--- src/rtl/phy_irq_pkg.sv ---
package phy_irq_pkg;
  localparam int EV_PAGE_RX    = 0;
  localparam int EV_PD_FAULT   = 1;
  localparam int EV_PEER_ACK   = 2;
  localparam int EV_LINK_LOST  = 3;
  localparam int EV_RMT_FAULT  = 4;
  localparam int EV_NEG_DONE   = 5;
  localparam int EV_ENERGY     = 6;

  // Places an event-aligned field into a register-aligned word.
  function automatic logic [15:0] place_field(input logic [6:0] f, input int base);
    logic [15:0] w;
    w = '0;
    for (int i = 0; i < 7; i++) w[base + i] = f[i];
    return w;
  endfunction
endpackage

--- src/rtl/irq_flag_bank.sv ---
module irq_flag_bank #(
  parameter int NUM_EVT = 7
) (
  input  logic               clk,
  input  logic               rst,
  input  logic [NUM_EVT-1:0] evt,
  input  logic               clr,
  output logic [NUM_EVT-1:0] flag_q,
  output logic [NUM_EVT-1:0] flag_d
);
  for (genvar k = 0; k < NUM_EVT; k++) begin : g_bit
    // new event wins over the clear
    assign flag_d[k] = evt[k] | (flag_q[k] & ~clr);
    always_ff @(posedge clk) begin
      if (rst) flag_q[k] <= 1'b0;
      else     flag_q[k] <= flag_d[k];
    end
  end

  p_evt_sticky_r2: assert property (@(posedge clk) disable iff (rst)
    (|evt) |=> ((flag_q & $past(evt)) == $past(evt)));
  p_clear_empties_r3: assert property (@(posedge clk) disable iff (rst)
    (clr && !(|evt)) |=> (flag_q == '0));
  p_hold_without_clear_r2: assert property (@(posedge clk) disable iff (rst)
    (!clr) |=> ((flag_q & $past(flag_q)) == $past(flag_q)));
endmodule

--- src/rtl/irq_mask_reg.sv ---
module irq_mask_reg #(
  parameter int NUM_EVT = 7
) (
  input  logic               clk,
  input  logic               rst,
  input  logic               we,
  input  logic [NUM_EVT-1:0] wfield,
  output logic [NUM_EVT-1:0] mask_q,
  output logic [NUM_EVT-1:0] mask_d
);
  assign mask_d = we ? wfield : mask_q;

  always_ff @(posedge clk) begin
    if (rst) mask_q <= '0;
    else     mask_q <= mask_d;
  end

  p_mask_hold_r5: assert property (@(posedge clk) disable iff (rst)
    (!we) |=> $stable(mask_q));
endmodule

--- src/rtl/irq_read_port.sv ---
module irq_read_port #(
  parameter int DATA_W = 16
) (
  input  logic              clk,
  input  logic              rst,
  input  logic              rd,
  input  logic [DATA_W-1:0] word,
  output logic [DATA_W-1:0] rdata,
  output logic              rvalid
);
  always_ff @(posedge clk) begin
    if (rst) begin
      rdata  <= '0;
      rvalid <= 1'b0;
    end else begin
      rvalid <= rd;
      if (rd) rdata <= word;
    end
  end

  p_rvalid_follows_r3: assert property (@(posedge clk) disable iff (rst)
    rd |=> rvalid);
endmodule

--- src/rtl/phy_irq_collector.sv ---
module phy_irq_collector
  import phy_irq_pkg::*;
#(
  parameter int DATA_W    = 16,
  parameter int ADDR_W    = 5,
  parameter int NUM_EVT   = 7,
  parameter int EVT_BASE  = 1,
  parameter int FLAG_ADDR = 29,
  parameter int MASK_ADDR = 30
) (
  input  logic               clk,
  input  logic               rst,
  input  logic [NUM_EVT-1:0] evt_pulse,
  input  logic               reg_rd,
  input  logic               reg_wr,
  input  logic [ADDR_W-1:0]  reg_addr,
  input  logic [DATA_W-1:0]  reg_wdata,
  output logic [DATA_W-1:0]  reg_rdata,
  output logic               reg_rvalid,
  output logic               irq
);
  localparam logic [ADDR_W-1:0] A_FLAG = ADDR_W'(FLAG_ADDR);
  localparam logic [ADDR_W-1:0] A_MASK = ADDR_W'(MASK_ADDR);
  localparam int FIELD_HI = EVT_BASE + NUM_EVT - 1;

  logic               hit_flag, hit_mask;
  logic               clr_rd, mask_we;
  logic [NUM_EVT-1:0] flag_q, flag_d, mask_q, mask_d;
  logic [DATA_W-1:0]  flag_word, mask_word, rd_word;

  assign hit_flag = (reg_addr == A_FLAG);
  assign hit_mask = (reg_addr == A_MASK);
  assign clr_rd   = reg_rd & hit_flag;
  assign mask_we  = reg_wr & hit_mask;

  irq_flag_bank #(.NUM_EVT(NUM_EVT)) u_flags (
    .clk(clk), .rst(rst), .evt(evt_pulse), .clr(clr_rd),
    .flag_q(flag_q), .flag_d(flag_d)
  );

  irq_mask_reg #(.NUM_EVT(NUM_EVT)) u_mask (
    .clk(clk), .rst(rst), .we(mask_we),
    .wfield(reg_wdata[FIELD_HI:EVT_BASE]),
    .mask_q(mask_q), .mask_d(mask_d)
  );

  always_comb begin
    flag_word = '0;
    mask_word = '0;
    flag_word[FIELD_HI:EVT_BASE] = flag_q;
    mask_word[FIELD_HI:EVT_BASE] = mask_q;
    if (hit_flag)      rd_word = flag_word;
    else if (hit_mask) rd_word = mask_word;
    else               rd_word = '0;
  end

  irq_read_port #(.DATA_W(DATA_W)) u_rd (
    .clk(clk), .rst(rst), .rd(reg_rd), .word(rd_word),
    .rdata(reg_rdata), .rvalid(reg_rvalid)
  );

  // registered output computed from next-state values, so it tracks the registers
  always_ff @(posedge clk) begin
    if (rst) irq <= 1'b0;
    else     irq <= |(flag_d & mask_d);
  end

  p_irq_level_r6: assert property (@(posedge clk) disable iff (rst)
    irq == (|(flag_q & mask_q)));
  p_zero_mask_quiet_r8: assert property (@(posedge clk) disable iff (rst)
    (mask_q == '0) |-> !irq);
  p_unused_flag_bits_r10: assert property (@(posedge clk) disable iff (rst)
    (reg_rvalid && $past(clr_rd)) |-> (reg_rdata[EVT_BASE-1:0] == '0 && reg_rdata[DATA_W-1:FIELD_HI+1] == '0));
endmodule

--- config.mk ---
export PLATFORM = sky130hd
export DESIGN_NAME = phy_irq_collector
export DESIGN_NICKNAME = d
export VERILOG_FILES = /design/src/rtl/phy_irq_pkg.sv /design/src/rtl/irq_flag_bank.sv /design/src/rtl/irq_mask_reg.sv /design/src/rtl/irq_read_port.sv /design/src/rtl/phy_irq_collector.sv
export SDC_FILE = /design/constraint.sdc
export NUM_CORES = 1
export LEC_CHECK = 0
export ABC_CLOCK_PERIOD_IN_PS = 2500
export BUFFER_PORTS_ARGS = -buffer_cell sky130_fd_sc_hd__buf_4
export CORE_ASPECT_RATIO = 0.7
export CORE_MARGIN = 2
export CORE_UTILIZATION = 42
export DETAILED_ROUTE_END_ITERATION = 8
export PLACE_DENSITY = 0.85
export SYNTH_ARGS = -nofsm -noshare
export SYNTH_HDL_FRONTEND = slang
export SYNTH_SLANG_ARGS = --single-unit
export TNS_END_PERCENT = 1
--- constraint.sdc ---
create_clock -name clk -period 2.5 [get_ports clk]
set_input_delay 0.75 -clock clk [delete_from_list [all_inputs] [get_ports clk]]
set_output_delay 0.75 -clock clk [all_outputs]
set_load 0.1 [all_outputs]
### After elaboration in Yosys (flattened, before gate mapping)

Index checks and enable logic that the tools add are counted.

| operators by class | value |
|---|---|
| add/sub/neg operators | 0 |
| $mul | 0 |
| div/mod/pow operators | 0 |
| order comparisons | 0 |
| equal/unequal tests | 2 |
| shift operators | 0 |
| multiplexer cells | 3 |
| bitwise operators | 18 |
| reductions and logical operators | 1 |

Operators with widths:

| cell | count |
|---|---|
| $mux W8 | 2 |
| $eq A5 B5 Y1 const B | 2 |
| $and A1 B1 Y1 | 9 |
| $and A7 B7 Y7 | 1 |
| $mux W7 | 1 |
| $or A1 B1 Y1 | 7 |
| $reduce_or A7 Y1 | 1 |
| $not A1 Y1 | 1 |

| word-level totals | value |
|---|---|
| register bits after elaboration | 32 |
| bits in latches | 0 |
| RAM bits | 0 |
| ROM bits | 0 |
| input bits | 32 |
| word-level logic and storage cells | 35 |
| memories | 0 |

### Longest topological paths before layout

Gate-level depths: netlist of run 1.

| depth | value |
|---|---|
| word-level depth | 7 |
| mapped depth | 6 |

### Cells and area by module

A second synthesis of run 1 with hierarchy kept.

| unflattened totals | value |
|---|---|
| cells, all modules | 129 |
| area total of the unflattened synthesis | 1363.8 µm² |

By module, submodules not included:

| module | instances | cells an instance | area an instance (µm²) |
|---|---|---|---|
| irq_read_port | 1 | 54 | 608.1 |
| irq_mask_reg | 1 | 22 | 300.3 |
| irq_flag_bank | 1 | 35 | 279.0 |
| phy_irq_collector | 1 | 18 | 176.4 |

### Least setup slack after synthesis of run 1

Ideal clock, no wire load.

| path | value |
|---|---|
| path type | in2reg |
| start point | input reg_addr[3] |
| end point | register irq |
| data arrival time | 2.031 ns |
| data required time | 2.375 ns |
| slack | 0.344 ns |
| cell stages on the path | 6 |
| path buffers | 1 |
| cells stage by stage | nand4_1 -> or3b_1 -> clkbuf_2 -> a21oi_1 -> o22ai_1 -> o41a_1 |

| between the ends | value |
|---|---|
| cells in the longest elaborated chain, start to end | 7 |
| elaborated cells between the ends (all ways) | 22 |

Ends and longest elaborated chain:

| what | RTL line | RTL |
|---|---|---|
| start: declaration | phy_irq_collector.sv:16 | `input logic [ADDR_W-1:0] reg_addr,` |
| $eq A5 B5 Y1 | phy_irq_collector.sv:31 | `assign hit_flag = (reg_addr == A_FLAG);` |
| $and A1 B1 Y1 | phy_irq_collector.sv:33 | `assign clr_rd = reg_rd & hit_flag;` |
| $not A1 Y1 | irq_flag_bank.sv:13 | `assign flag_d[k] = evt[k] \| (flag_q[k] & ~clr);` |
| $and A1 B1 Y1 | irq_flag_bank.sv:13 |  |
| $or A1 B1 Y1 | irq_flag_bank.sv:13 |  |
| $and A7 B7 Y7 * | phy_irq_collector.sv:65 | `else irq <= \|(flag_d & mask_d);` |
| $reduce_or A7 Y1 * | phy_irq_collector.sv:65 |  |
| end signal: assignment | phy_irq_collector.sv:65 |  |
| end: declaration | phy_irq_collector.sv:20 | `output logic irq` |

Mark *: on every way between the ends. The rest lies on a longest branch, timed or not.
A chain may end at the register's enable or synchronous reset.

### Final worst setup path of run 1

Ends and elaborated chain as after synthesis.

==> impl_metrics.ini, run 1 <==
[status]
status = finished with violations
violations = design-rule violations

[placement]
placed_area_sq_um = 1110
dp_slack_ns = 0.117
port_buffers = 31
place_congestion = 0.788
dp_cells = 143
dpl.hpwl_microns = 1530

[sta]
fin_crit_ns = 2.04
max_freq_ghz = 0.489
maxSlewHeadroom_pct = 33.6
max_slew.worst_pin.slew_ns = 0.994
tns_ns = 0
rsz0062_at_grt = no
fin_crit_sh_pct = 81.7
final_hold_viol_count = 0
fin_ws_ns = 0.457
setup_viol_count_final = 0
fin_skew_ns = 0.00982
slew_violations = 0

[die]
die_height_microns = 42.5
die_w_microns = 59.0
num_rows = 13
die_area_sq_um = 2510
num_io_pins = 50
core_area_sq_um = 1920
start_util_pct = 46.3

[power]
powerDensity_nw_per_um2 = 598
total_power_uw = 677
cellLeakagePower_uw = 0.000493
peakVddDrop_v = 0.000398

[logic_synthesis]
synth_cell_types = 17
yosys.area_share.adder_pct = 0
syn_area_per_cell_sq_um = 9.55
ys_seq_area_share_pct = 51.8
synth-simple-area-share_pct = 14.8
ys_top_cells_by_area = dfxtp_1 (52%), nor2_1 (10%), a222oi_1 (7.9%)
synth.area.mux_share_pct = 7.89
synth_top_family_by_area = compound AO/OA/AOI/OAI gates
synth.top_cell.area_share_pct = 51.8
synth-seq-cells = 23
syn_area_sq_um = 888
synth_compound_area_share_pct = 15.2
synth_xor_area_share_pct = 0
synth_area_leader_cell = dfxtp_1
synthCells = 93
synth_warnings = 0

[cts]
clkLatencyLatePin_ns = 0.31
cts_setup_buffers = 0
postCtsHoldBufs = 0
cts_resized = 0
clkTransAtPathRegs_ns = 0.12
cts_tree = done
h-tree-depth = 1
cts_buffers = 3
cts_root_buf = clkbuf_4
clock_sinks = 23
clk_path_buf_depth = 2

[grt]
grt_pass1_wl_microns = 3070
grt_pass1_vias = 687
grt_max_degree = 24
grt.total_usage_pct = 16.3
grt_util_met3_pct = 6.79
use_met1_pct = 21.9
met2_usage_pct = 24.7
antenna_found_initial = 0
grt_most_used_layer = met2
overflow = 0

[detailed_routing]
wirelength_microns = 1980
drtIter0Drc = 36
route.detailed.drc = 5
routed_via_density = 5.29
postRouteAntennaNets = 0
avgRoutedWirePerCell_microns = 13.5
vias = 778
firstDrtPassIters = 6

[finish]
seqCellArea_sq_um = 460
fill_cells = 188
multiInputGateArea_sq_um = 370
fin_cells = 147
mostFrequentLayoutCell = buf_4
nets = 158
drive_gt1_share_pct = 29.6
syn_to_final_growth_pct = 27.6
fin_area_sq_um = 1130
n_antenna_cell = 0
layout_common_cells = buf_4 (32), nor2_1 (24), dfxtp_1 (23)

[setup_path]
reg2reg_slack_ns = 1.37
cp_max_fo = 7
critPathRequiredTime_ns = 2.71
crit_arrival_ns = 2.26
path_class = input port to register
start_kind = input port
end_kind = register

[min_path]
hp-class = register to register

[job]
cap_viol_max_count = 0
==> registers in the layout, summed over array words and instances (netlist names) <==
signal	count
u_mask.mask_q	7
irq	1
u_flags.flag_q	7
u_rd.rvalid	1
u_rd.rdata	7
==> layer usage <==
| layer | share of wire [%] | wire length, microns | up-vias |
|---|---|---|---|
| met4 | 0.35 | 7 | 0 |
| met3 | 12 | 247 | 2 |
| met2 | 45 | 888 | 43 |
| met5 | 0 | 0 | - |
| li1 | - | - | 381 |
| met1 | 42 | 835 | 352 |
==> critical path, stage by stage <==
cell and delay [ns]:
buf_4 0.08, nand4_1 0.13, or3b_1 0.52, a21oi_1 0.24, o22ai_1 0.12, o41a_1 0.41
==> through the flow <==
step / hold slack [ns] / util [%]
6_report: 0.519 / 59.1
5_1_grt: 0.540 / 59.1
4_1_cts: 0.519 / 59.1
3_5_place_dp: 0.490 / 57.6
3_3_place_gp: 0.474 / 57.6
2_1_floorplan: 0.466 / -
==> path summary, 6_finish.rpt <==
path | startpoint | endpoint | depth (start not counted)
worst max-delay path | reg_addr[3] | irq$_SDFF_PP0_ | 6
worst min-delay path | u_mask.mask_q[1]$_SDFF_PP0_ | u_rd.rdata[2]$_SDFFE_PP0P_ | 2
worst max register to register | u_mask.mask_q[6]$_SDFF_PP0_ | irq$_SDFF_PP0_ | 3
worst min register to register | u_mask.mask_q[1]$_SDFF_PP0_ | u_rd.rdata[2]$_SDFFE_PP0P_ | 2
==> cell type report <==
| class | instances | area share (%) |
|---|---|---|
| clock inverters | 1 | 0.442 |
| well taps | 22 | 2.43 |
| repair buffers | 32 | 21.2 |
| inverters | 2 | 0.662 |
| flip-flops and latches | 23 | 40.6 |
| clock buffers | 3 | 1.99 |
| multi-input cells | 64 | 32.7 |
==> kinds of logic after synthesis <==
kind of cell,after synthesis
multiplexers,7
buffers and inverters,14
AND/OR/NAND/NOR,30
other,1
AO/OA/AOI/OAI,18
flip-flops,23
==> report_power, final <==
| part | leakage, uW | switching (uW) | internal (uW) |
|---|---|---|---|
| registers | 0.000188 | 5.20 | 377 |
| logic | 0.000287 | 96.5 | 32.9 |
| clock network | 0.0000177 | 106 | 59.7 |
==> cell usage after synthesis <==
cell type  count
nor2_1        24
dfxtp_1       23
buf_4          9
a21oi_1        7
a222oi_1       7
mux2i_1        7
o22ai_1        3
clkbuf_1       2
inv_1          2
nand4_1        2
clkbuf_2       1
conb_1         1
nand2b_1       1
nor2_2         1
nor3b_1        1
o41a_1         1
or3b_1         1
No activity file was read; power rests on OpenSTA's default activity.
==> run 2, diff against run 1 <==
ABC_CLOCK_PERIOD_IN_PS = 2000   (was 2500)
clock period = 2 ns   (was 2.5 ns; I/O delays follow)
==> impl_metrics.ini, run 2 (synthesis results as in run 1) <==
[die]
core_area_sq_um = 1920
start_util_pct = 46.3
num_io_pins = 50
die_w_microns = 59.0
die_height_microns = 42.5
num_rows = 13
die_area_sq_um = 2510

[grt]
grt_pass1_vias = 751
grt.total_usage_pct = 17.9
overflow = 0
grt_pass1_wl_microns = 3340
grt_max_degree = 24
antenna_found_initial = 0

[setup_path]
path_class = input port to register
start_kind = input port
cp_max_fo = 7
critPathRequiredTime_ns = 2.22
crit_arrival_ns = 2.10
end_kind = register

[sta]
max_slew.worst_pin.slew_ns = 0.925
max_freq_ghz = 0.534
setup_viol_count_final = 0
slew_violations = 0
rsz0062_at_grt = no
whs_ns = 0.487
final_hold_viol_count = 0
fin_crit_ns = 1.87
maxSlewHeadroom_pct = 38.2
fin_crit_sh_pct = 93.6
fin_skew_ns = 0.00592

[finish]
mostFrequentLayoutCell = buf_4
syn_to_final_growth_pct = 38.6
drive_gt1_share_pct = 37.2
fill_cells = 173
largestRegisters = u_flags.flag_q (7), u_mask.mask_q (7), u_rd.rdata (7)
nets = 170
n_antenna_cell = 0
fin_cells = 159
layout_common_cells = buf_4 (44), nor2_1 (24), dfxtp_1 (23)

[cts]
cts_buffers = 3
cts_root_buf = clkbuf_4
postCtsHoldBufs = 0
clkLatencyLatePin_ns = 0.32
clkTransAtPathRegs_ns = 0.13
cts_resized = 0
clock_sinks = 23
h-tree-depth = 1
cts_tree = done
clk_path_buf_depth = 2
cts_setup_buffers = 0

[placement]
dp_cells = 155
port_buffers = 31
dpl.hpwl_microns = 1590
place_congestion = 0.827

[power]
powerDensity_nw_per_um2 = 710
cellLeakagePower_uw = 0.000549
peakVddDrop_v = 0.000577

[detailed_routing]
route.detailed.drc = 4
wirelength_microns = 2100
firstDrtPassIters = 6
avgRoutedWirePerCell_microns = 13.2
postRouteAntennaNets = 0
drtIter0Drc = 43
vias = 810
routed_via_density = 5.09

[min_path]
hp-class = input port to register

[status]
violations = design-rule violations
status = finished with violations

[job]
cap_viol_max_count = 0
-- run 2: cell types whose count changed in the layout (fill, tap and decap cells not counted), sizes merged --
cell / change
buf: +12
-- run 2: cell type report --
| type | count | area (sq um) | area share (%) |
|---|---|---|---|
| clock buffer | 3 | 22.5 | 1.83 |
| clock inverter | 1 | 5.00 | 0.407 |
| inverter | 2 | 7.51 | 0.610 |
| multi-input combinational | 64 | 378 | 30.7 |
| sequential | 23 | 460 | 37.4 |
| tap | 22 | 27.5 | 2.24 |
| timing repair buffer | 44 | 330 | 26.8 |
-- run 2: critical path: stages --
cell and delay, ns:
buf_4 0.08, nand4_1 0.11, or3b_1 0.53, a21oi_2 0.23, o22ai_1 0.11, o41a_1 0.42
-- run 2: path summary, 6_finish.rpt --
check                               startpoint                      endpoint  slack [ns]  cells after the start
setup / recovery                   reg_addr[3]                irq$_SDFF_PP0_        0.13                      6
hold / removal                    evt_pulse[3]  u_flags.flag_q[3]$_SDFF_PP0_        0.49                      3
setup reg to reg   u_mask.mask_q[6]$_SDFF_PP0_                irq$_SDFF_PP0_        0.88                      3
hold reg to reg   u_flags.flag_q[3]$_SDFF_PP0_  u_flags.flag_q[3]$_SDFF_PP0_        0.52                      2
-- run 2: power breakdown --
part	internal [uW]	leakage (uW)	total [uW]	switching, uW
registers	472	0.000188	479	7.03
logic	49.9	0.000343	173	124
clock network	75.0	0.0000177	222	147
-- run 2: metrics by stage --
step,TNS [ns],area (sq um),total power [uW],worst slack [ns],utilization [%]
floorplan,0,926,618,0.0138,-
global placement,-0.203,1200,659,-0.186,62.7
detailed placement,-0.610,1200,662,-0.214,62.7
CTS,0,1230,877,0.133,64.1
global route,0,1230,910,0.0516,64.1
finish,0,1230,874,0.127,64.1
-- run 2: per-layer routing --
| metal | track usage [%] | vias up | share of wire [%] |
|---|---|---|---|
| met5 | 0 | - | 0 |
| met4 | 4.09 | 0 | 0.72 |
| met3 | 8.02 | 4 | 9.5 |
| met2 | 27.3 | 37 | 43 |
| met1 | 23.1 | 364 | 46 |
| li1 | - | 405 | - |
